$ cat config.mk
export PLATFORM = sky130hd
export DESIGN_NAME = row_readout_seq
export DESIGN_NICKNAME = d
export VERILOG_FILES = /design/src/rtl/rrs_pkg.sv /design/src/rtl/rrs_blank_timer.sv /design/src/rtl/rrs_line_track.sv /design/src/rtl/rrs_col_readout.sv /design/src/rtl/row_readout_seq.sv
export SDC_FILE = /design/constraint.sdc
export NUM_CORES = 1
export LEC_CHECK = 0
export BUFFER_PORTS_ARGS = -buffer_cell sky130_fd_sc_hd__clkbuf_2
export CAP_MARGIN = 20
export CORE_ASPECT_RATIO = 0.9
export CORE_UTILIZATION = 30
export CTS_CLUSTER_SIZE = 12
export DETAILED_ROUTE_END_ITERATION = 10
export HOLD_SLACK_MARGIN = 0.15
export PLACE_DENSITY = 0.51
export SYNTH_ARGS = -nofsm -noshare
export SYNTH_HDL_FRONTEND = slang
export SYNTH_SLANG_ARGS = --single-unit
$ cat constraint.sdc
create_clock -name clk -period 2.3 [get_ports clk]
set_input_delay 0.345 -clock clk [delete_from_list [all_inputs] [get_ports clk]]
set_output_delay 0.345 -clock clk [all_outputs]
set_load 0.1 [all_outputs]
$ cat src/rtl/rrs_pkg.sv
package rrs_pkg;
    localparam int unsigned BLANK_BASE = 35;
    localparam int unsigned BLANK_MAX  = BLANK_BASE * 32;

    // Blanking length in cycles for a granularity code: 35 * (4 << code)
    function automatic int unsigned blank_cycles(input logic [1:0] code);
        return BLANK_BASE << (32'(code) + 32'd2);
    endfunction
endpackage

$ cat src/rtl/rrs_blank_timer.sv
module rrs_blank_timer
    import rrs_pkg::*;
#(
    parameter int unsigned SIG_AT = 4,
    parameter int unsigned RST_AT = 20
) (
    input  logic       clk,
    input  logic       rst_n,
    input  logic       run_i,
    input  logic       start_i,
    input  logic [1:0] gran_i,
    output logic       blank_o,
    output logic       done_o,
    output logic       samp_sig_o,
    output logic       samp_rst_o
);
    localparam int unsigned BW = $clog2(BLANK_MAX);

    typedef struct packed {
        logic          blank;
        logic [1:0]    gran;
        logic [BW-1:0] el;
    } tmr_t;

    tmr_t          st_d, st_q;
    logic [BW-1:0] last_el;
    logic          at_end;

    always_comb begin
        last_el = BW'(blank_cycles(st_q.gran) - 32'd1);
        at_end  = st_q.blank && (st_q.el == last_el);
        st_d    = st_q;
        if (run_i) begin
            if (start_i) begin
                st_d.blank = 1'b1;
                st_d.gran  = gran_i;
                st_d.el    = '0;
            end else if (st_q.blank) begin
                if (at_end) st_d.blank = 1'b0;
                else        st_d.el    = st_q.el + 1'b1;
            end
        end
        done_o     = run_i && !start_i && at_end;
        blank_o    = st_q.blank;
        samp_sig_o = st_q.blank && (st_q.el == BW'(SIG_AT));
        samp_rst_o = st_q.blank && (st_q.el == BW'(RST_AT));
    end

    always_ff @(posedge clk) begin
        if (!rst_n) st_q <= '0;
        else        st_q <= st_d;
    end

    // no blanking progress while the row clock is held high
    a_r2_timer_frozen: assert property (@(posedge clk) disable iff (!rst_n)
        !run_i |=> ($stable(st_q.el) && $stable(st_q.blank)));
    // blanking closes after its final counted cycle
    a_r1_blank_closes: assert property (@(posedge clk) disable iff (!rst_n)
        (done_o) |=> !blank_o);
    // the two sample pulses never coincide
    a_r3_sample_apart: assert property (@(posedge clk) disable iff (!rst_n)
        !(samp_sig_o && samp_rst_o));
endmodule

$ cat src/rtl/rrs_line_track.sv
module rrs_line_track #(
    parameter int unsigned LINE_W = 10,
    parameter int unsigned ROW_W  = 10
) (
    input  logic              clk,
    input  logic              rst_n,
    input  logic              row_start_i,
    input  logic              fall_i,
    input  logic [ROW_W-1:0]  ptr_i,
    input  logic [LINE_W-1:0] lines_i,
    output logic [LINE_W-1:0] line_o,
    output logic [ROW_W-1:0]  addr_o,
    output logic              last_o
);
    typedef struct packed {
        logic [LINE_W-1:0] line;
        logic [ROW_W-1:0]  addr;
    } trk_t;

    trk_t st_d, st_q;

    always_comb begin
        st_d = st_q;
        if (row_start_i) begin
            st_d.line = '0;
            st_d.addr = ptr_i;
        end else if (fall_i) begin
            st_d.line = st_q.line + 1'b1;
            st_d.addr = st_q.addr + 1'b1;
        end
        line_o = st_q.line;
        addr_o = st_q.addr;
        last_o = (st_q.line == lines_i);
    end

    always_ff @(posedge clk) begin
        if (!rst_n) st_q <= '0;
        else        st_q <= st_d;
    end

    // row start clears the line counter and loads the row address
    a_r8_start_clears: assert property (@(posedge clk) disable iff (!rst_n)
        row_start_i |=> (line_o == '0));
    a_r8_start_loads: assert property (@(posedge clk) disable iff (!rst_n)
        row_start_i |=> (addr_o == $past(ptr_i)));
endmodule

$ cat src/rtl/rrs_col_readout.sv
module rrs_col_readout #(
    parameter int unsigned PIX_W = 11,
    parameter int unsigned DELAY = 5
) (
    input  logic             clk,
    input  logic             rst_n,
    input  logic             run_i,
    input  logic             req_i,
    input  logic [PIX_W-1:0] ppr_i,
    output logic             col_sync_o,
    output logic             pv_o,
    output logic [PIX_W-1:0] pcnt_o,
    output logic             dv_o,
    output logic [PIX_W-1:0] didx_o
);
    typedef struct packed {
        logic                        pend;
        logic                        cs;
        logic                        pv;
        logic [PIX_W-1:0]            pcnt;
        logic [DELAY-1:0]            dv;
        logic [DELAY-1:0][PIX_W-1:0] idx;
    } rd_t;

    rd_t          st_d, st_q;
    logic         fire;
    logic [PIX_W:0] next_cnt;

    always_comb begin
        st_d     = st_q;
        st_d.cs  = 1'b0;
        fire     = run_i && st_q.pend && !st_q.pv;
        next_cnt = {1'b0, st_q.pcnt} + 1'b1;
        if (run_i) begin
            st_d.pend = (st_q.pend && !fire) || req_i;
            st_d.cs   = fire;
            for (int i = DELAY - 1; i > 0; i--) begin
                st_d.dv[i]  = st_q.dv[i-1];
                st_d.idx[i] = st_q.idx[i-1];
            end
            st_d.dv[0]  = st_q.pv;
            st_d.idx[0] = st_q.pcnt;
            if (fire) begin
                st_d.pv   = 1'b1;
                st_d.pcnt = '0;
            end else if (st_q.pv) begin
                st_d.pcnt = next_cnt[PIX_W-1:0];
                if (next_cnt >= {1'b0, ppr_i}) st_d.pv = 1'b0;
            end
        end
        col_sync_o = st_q.cs;
        pv_o       = st_q.pv;
        pcnt_o     = st_q.pcnt;
        dv_o       = st_q.dv[DELAY-1];
        didx_o     = st_q.idx[DELAY-1];
    end

    always_ff @(posedge clk) begin
        if (!rst_n) st_q <= '0;
        else        st_q <= st_d;
    end

    // readout state holds and no sync is issued while frozen
    a_r2_readout_frozen: assert property (@(posedge clk) disable iff (!rst_n)
        !run_i |=> ($stable(st_q.pv) && $stable(st_q.pcnt) && !st_q.cs));
    // counter stays below the row length inside the window
    a_r5_count_bound: assert property (@(posedge clk) disable iff (!rst_n)
        (pv_o && ppr_i != '0) |-> (pcnt_o < ppr_i));
    // no sync pulse in the middle of an active line
    a_r6_no_resync: assert property (@(posedge clk) disable iff (!rst_n)
        (pv_o && pcnt_o != '0) |-> !col_sync_o);
    // the window opens together with the sync pulse
    a_r4_sync_opens: assert property (@(posedge clk) disable iff (!rst_n)
        col_sync_o |-> (pv_o && pcnt_o == '0));
endmodule

$ cat src/rtl/row_readout_seq.sv
module row_readout_seq
    import rrs_pkg::*;
#(
    parameter int unsigned PIX_W  = 11,
    parameter int unsigned LINE_W = 10,
    parameter int unsigned ROW_W  = 10,
    parameter int unsigned DELAY  = 5,
    parameter int unsigned SIG_AT = 4,
    parameter int unsigned RST_AT = 20
) (
    input  logic              clk,
    input  logic              rst_n,
    input  logic              row_start_i,
    input  logic              row_clk_i,
    input  logic [ROW_W-1:0]  cfg_row_ptr_i,
    input  logic [PIX_W-1:0]  cfg_pix_per_row_i,
    input  logic [LINE_W-1:0] cfg_lines_i,
    input  logic [1:0]        cfg_gran_i,
    output logic              blank_o,
    output logic              samp_sig_o,
    output logic              samp_rst_o,
    output logic              col_sync_o,
    output logic              pix_valid_o,
    output logic [PIX_W-1:0]  pix_cnt_o,
    output logic [LINE_W-1:0] line_cnt_o,
    output logic [ROW_W-1:0]  row_addr_o,
    output logic              last_line_o,
    output logic              data_valid_o,
    output logic [PIX_W-1:0]  data_idx_o
);
    logic rclk_d, rclk_q;
    logic fall, run, blank_done;

    always_comb begin
        rclk_d = row_clk_i;
        run    = !row_clk_i;
        fall   = rclk_q && !row_clk_i;
    end

    always_ff @(posedge clk) begin
        if (!rst_n) rclk_q <= 1'b0;
        else        rclk_q <= rclk_d;
    end

    rrs_blank_timer #(.SIG_AT(SIG_AT), .RST_AT(RST_AT)) u_timer (
        .clk        (clk),
        .rst_n      (rst_n),
        .run_i      (run),
        .start_i    (fall),
        .gran_i     (cfg_gran_i),
        .blank_o    (blank_o),
        .done_o     (blank_done),
        .samp_sig_o (samp_sig_o),
        .samp_rst_o (samp_rst_o)
    );

    rrs_col_readout #(.PIX_W(PIX_W), .DELAY(DELAY)) u_readout (
        .clk        (clk),
        .rst_n      (rst_n),
        .run_i      (run),
        .req_i      (blank_done),
        .ppr_i      (cfg_pix_per_row_i),
        .col_sync_o (col_sync_o),
        .pv_o       (pix_valid_o),
        .pcnt_o     (pix_cnt_o),
        .dv_o       (data_valid_o),
        .didx_o     (data_idx_o)
    );

    rrs_line_track #(.LINE_W(LINE_W), .ROW_W(ROW_W)) u_lines (
        .clk         (clk),
        .rst_n       (rst_n),
        .row_start_i (row_start_i),
        .fall_i      (fall),
        .ptr_i       (cfg_row_ptr_i),
        .lines_i     (cfg_lines_i),
        .line_o      (line_cnt_o),
        .addr_o      (row_addr_o),
        .last_o      (last_line_o)
    );

    // a row-clock release always starts blanking
    a_r1_release_blanks: assert property (@(posedge clk) disable iff (!rst_n)
        ($past(row_clk_i) && !row_clk_i) |=> blank_o);
    // flag tracks the line comparison across a release
    a_r9_last_drops: assert property (@(posedge clk) disable iff (!rst_n)
        (last_line_o && fall && !row_start_i && $stable(cfg_lines_i)) |=> !last_line_o);
endmodule

Word-level counts from Yosys, hierarchy flattened
Cells that the tools add are included.
- register bits after elaboration: 109
- input port bits: 37
- output and inout bits: 49
- logic and storage cells: 64
- add/sub/neg operators: 6
- magnitude comparators: 1
- equality and inequality tests: 5
- shift-type cells: 1
- multiplexer cells: 11
- bitwise logic cells: 2
- reductions and logical operators: 22
- operators by type and width (cell ; number):
    11-bit two-way mux ; 3
    6-bit by 32-bit left shift with 11-bit output, first input constant ; 1
    12-bit two-way mux ; 2
    10-bit by 1-bit adder with 10-bit output, second input constant ; 2
    10-bit two-way mux ; 2
    11-bit by 1-bit adder with 12-bit output, second input constant ; 1
    12-bit by 11-bit >= comparator with 1-bit output ; 1
    11-bit by 1-bit adder with 11-bit output, second input constant ; 1
    11-bit equality test ; 1
    11-bit by 3-bit equality test with 1-bit output, second input constant ; 1
    11-bit by 5-bit equality test with 1-bit output, second input constant ; 1
    11-bit by 1-bit subtractor with 11-bit output, second input constant ; 1
    10-bit equality test ; 1
    1-bit logical AND ; 9
    2-bit nonzero test ; 3
    1-bit zero test ; 4
    1-bit two-way mux ; 4
    2-bit AND reduction ; 2
    2-bit OR reduction ; 2
    2-bit by 2-bit adder with 3-bit output, second input constant ; 1
    3-bit AND reduction ; 1
    2-bit by 1-bit != test with 1-bit output, second input constant ; 1
    1-bit inverter ; 2
    1-bit logical OR ; 1

Longest topological paths before layout
- depth in word-level cells: 8
- mapped depth: 11
- mapped depth without buffers: 10

Cells and area by module
A second synthesis with hierarchy kept.
- cells, all modules: 605
- area, all modules: 5520.3 um2
- modules (own cells, without submodules) (module ; times used ; cells each ; area an instance (um2) ; sequential area each (um2)):
    rrs_col_readout ; 1 ; 357 ; 3435.8 ; 1481.4
    rrs_line_track ; 1 ; 130 ; 1119.8 ; 400.4
    rrs_blank_timer ; 1 ; 114 ; 928.4 ; 280.3
    row_readout_seq ; 1 ; 4 ; 36.3 ; 20.0

Worst setup path after synthesis
No wires, ideal clock.
- path type: register -> output
- from: register u_lines.st_q (netlist bit u_lines.line_o[2])
- to: output port last_line_o
- arrival: 4.220 ns
- required time: 1.955 ns
- path slack: -2.265 ns
- cell stages (with the launch flop): 4
- path buffers: 1
- cell sequence: dfxtp_1 -> clkbuf_1 -> xor2_1 -> nor4_1
- word-level cells in the longest chain between the ends: 1
- ends and longest elaborated chain (what ; RTL line ; source):
    start, declared ; rrs_line_track.sv:20 ; trk_t st_d, st_q;
    start signal, assigned ; rrs_line_track.sv:38 ; else st_q <= st_d;
    10-bit equality test ; rrs_line_track.sv:33 ; last_o = (st_q.line == lines_i);
    end, declared ; row_readout_seq.sv:27 ; output logic last_line_o,
No other way between the ends.

Worst setup path in the final report
- from: register u_lines.st_q (netlist bit u_lines.line_o[0])
- to: output port last_line_o
Same word-level chain as after synthesis.

==> flow_summary.ini <==
[finish]
syn_to_final_growth_pct = 16.0
multiInputGateArea_mm2 = 0.00289
drive_gt1_share_pct = 22.0
num-fill-cells = 1794
final_cell_mix = dfxtp_1 (98), clkbuf_2 (82), nor2b_1 (75), mux2i_1 (64), nand2_1 (36)
diodes = 0
ff_latch_area_mm2 = 0.00220
finalNetCount = 685
final_common_cell = dfxtp_1

[clock_network]
tritoncts.num_buffers = 9
clockBufferDepth = 2
cts.sinks = 109
cts_hold_buf = 0
h-tree-depth = 3
cts_tree = yes
clock_latency_ns = 0.35
cts.clk_slew.worst_paths_ns = 0.07
cts_root_buf = clkbuf_16

[floorplanning]
core_area_mm2 = 0.0177
dieArea_mm2 = 0.0186
die_x_um = 144
io_pins = 86
num_rows = 46
die_h_um = 130
start_util_pct = 30.7

[routing]
routed_via_density = 4.52
antenna_left = 0
drc_errors = 0
routed_wl_um = 11200
first_iter_violations = 125
firstDrtPassIters = 4
wl_per_cell_um = 12.8
num_vias = 3957

[synthesis]
ys_seq_area_share_pct = 40.3
netlist_instances = 577
yosysWarnings = 0
syn_nets = 630
syn_area_per_cell_um2 = 9.39
synth_edf_count = 0
ys_seq_elements = 109
synth_ff_type = dfxtp_1
syn_area_mm2 = 0.00542
netlist-cell-type-count = 50
async_flop_share_pct = 0

[setup_path]
crit_arrival_ns = 1.81
critPathRequiredTime_ns = 1.96
start_kind = register
worstSetupEndpointType = output port
crit_path_max_fanout = 5
crit_type = register to output port

[power]
p_leak_nw = 2.65
powerDensity_mw_per_mm2 = 594
vdd_drop_max_uv = 334

[timing]
final-hold-violation-count = 0
slew_viol_final = 0
max_slew.worst_pin.slew_ns = 0.620
setup_ws_ns = 0.142
min_period_ns = 2.16
timing.fmax_mhz = 463
finalSetupTns_ns = 0
relSlewSlack_pct = 58.6
whs_ns = 0.242
fin_skew_ns = 0.00949
setup-violations-final = 0
rsz0062_at_grt = false
period_share_pct = 93.8

[placement]
io_buffer_count = 85
dp_hpwl_um = 8110
pre_cts_ws_ns = 0.136
gp_congestion = 0.848

[run]
drv_cap = 0

[hold_path]
min_path_type = input pin to register

[status]
status = finished, final reports clean

[global_route]
antenna_found_initial = 0
grt_pass1_wl_um = 18300
grt-ovfl-total = 0
grt.total_usage_pct = 12.5
grt_pass1_vias = 3855
grt_max_degree = 77
-- power by group --
group	total, mW	leakage (nW)	internal, mW	switching [mW]
Combinational	0.305	1.62	0.110	0.195
Sequential	1.92	0.886	1.90	0.0173
Clock	1.51	0.139	0.862	0.649
-- final cells by class --
cell class	count	share of cell area (%)
Sequential cell	109	34.9
Timing Repair Buffer	99	8.88
Multi-Input combinational cell	396	45.9
Tap cell	240	4.78
Clock buffer	12	3.92
Inverter	17	1.01
Clock inverter	2	0.557
-- through the flow --
| stage | instances | cell area [µm²] | total power [mW] | util, % |
|---|---|---|---|---|
| global placement | 861 | 5990 | 2.27 | 33.9 |
| global route | 875 | 6290 | 3.90 | 35.6 |
| floorplan | 577 | 5470 | 2.20 | - |
| finish | 875 | 6290 | 3.73 | 35.6 |
| detailed placement | 861 | 5990 | 2.27 | 33.9 |
| CTS | 875 | 6270 | 3.81 | 35.5 |
-- flip-flops by register name, indices dropped and copies added, names as in the netlist --
signal / flops
rclk_q: 1
u_timer.blank_o: 1
u_lines.addr_o: 10
u_readout.pv_o: 1
u_readout.col_sync_o: 1
u_readout.st_q: 49
u_timer.st_q: 13
u_readout.pcnt_o: 11
u_readout.didx_o: 11
u_lines.line_o: 10
u_readout.dv_o: 1
-- repair_timing --
item	in CTS	in global routing
gates resized for setup	0	4
buffers inserted	0	0
endpoints found under the setup margin	0	3
-- final timing paths --
| path | start | endpoint | slack (ns) | cells past startpoint |
|---|---|---|---|---|
| min reg2reg | u_readout.st_q[73] | u_readout.col_sync_o | 0.48 | 2 |
| max reg2reg | u_readout.pcnt_o[4] | u_readout.pv_o | 0.15 | 10 |
| min | cfg_gran_i[0] | u_timer.st_q[11] | 0.24 | 3 |
| max | u_lines.line_o[0] | last_line_o | 0.14 | 4 |
-- cell usage after synthesis, types with 2 or more instances --
cell | number | share of area [%]
nor3_1 | 6 | 0.55
and3_1 | 9 | 1.0
a21o_1 | 5 | 0.69
buf_4 | 22 | 3.0
a21boi_0 | 4 | 0.55
nand4_1 | 12 | 1.4
nor4_1 | 2 | 0.23
buf_2 | 7 | 0.65
a21oi_1 | 10 | 0.92
o21ai_0 | 17 | 1.6
clkbuf_1 | 19 | 1.3
a22oi_1 | 9 | 1.2
dfxtp_1 | 109 | 40
o31ai_1 | 2 | 0.28
buf_1 | 2 | 0.14
xnor2_1 | 26 | 4.2
inv_1 | 17 | 1.2
nand2_1 | 36 | 2.5
mux2_2 | 3 | 0.62
a211oi_1 | 2 | 0.28
mux2i_1 | 64 | 12
buf_6 | 3 | 0.62
nor3b_1 | 2 | 0.28
xor2_1 | 20 | 3.2
nand3_1 | 9 | 0.83
ha_1 | 16 | 3.7
and2_1 | 13 | 1.5
nor2b_1 | 75 | 8.7
a31oi_1 | 2 | 0.23
nand2b_1 | 5 | 0.58
nor2_1 | 30 | 2.1
-- layer usage --
metal	wire length, µm	track usage, %
met1	5080	14.6
met2	5510	21.8
met3	539	4.51
met4	81	2.63
met5	0	0
-- worst max-delay path, stage by stage, from the launching register on --
cell and delay [ns]:
dfxtp_2 0.40, xnor2_1 0.14, nand4_1 0.17, nor4_4 0.26, clkbuf_2 0.49
-- cell families (layout without fill, tap and decap cells) --
logic type,Yosys count,in the layout,synth area share (%)
adder cells (fa/ha/maj),16,16,3.69
multiplexers,68,68,12.7
buffers and inverters,72,130,7.37
AO/OA/AOI/OAI,61,61,7.67
AND/OR/NAND/NOR,205,205,20.8
flip-flops,109,109,40.3
XOR/XNOR,46,46,7.43
Power figures use the tool's default switching activity.
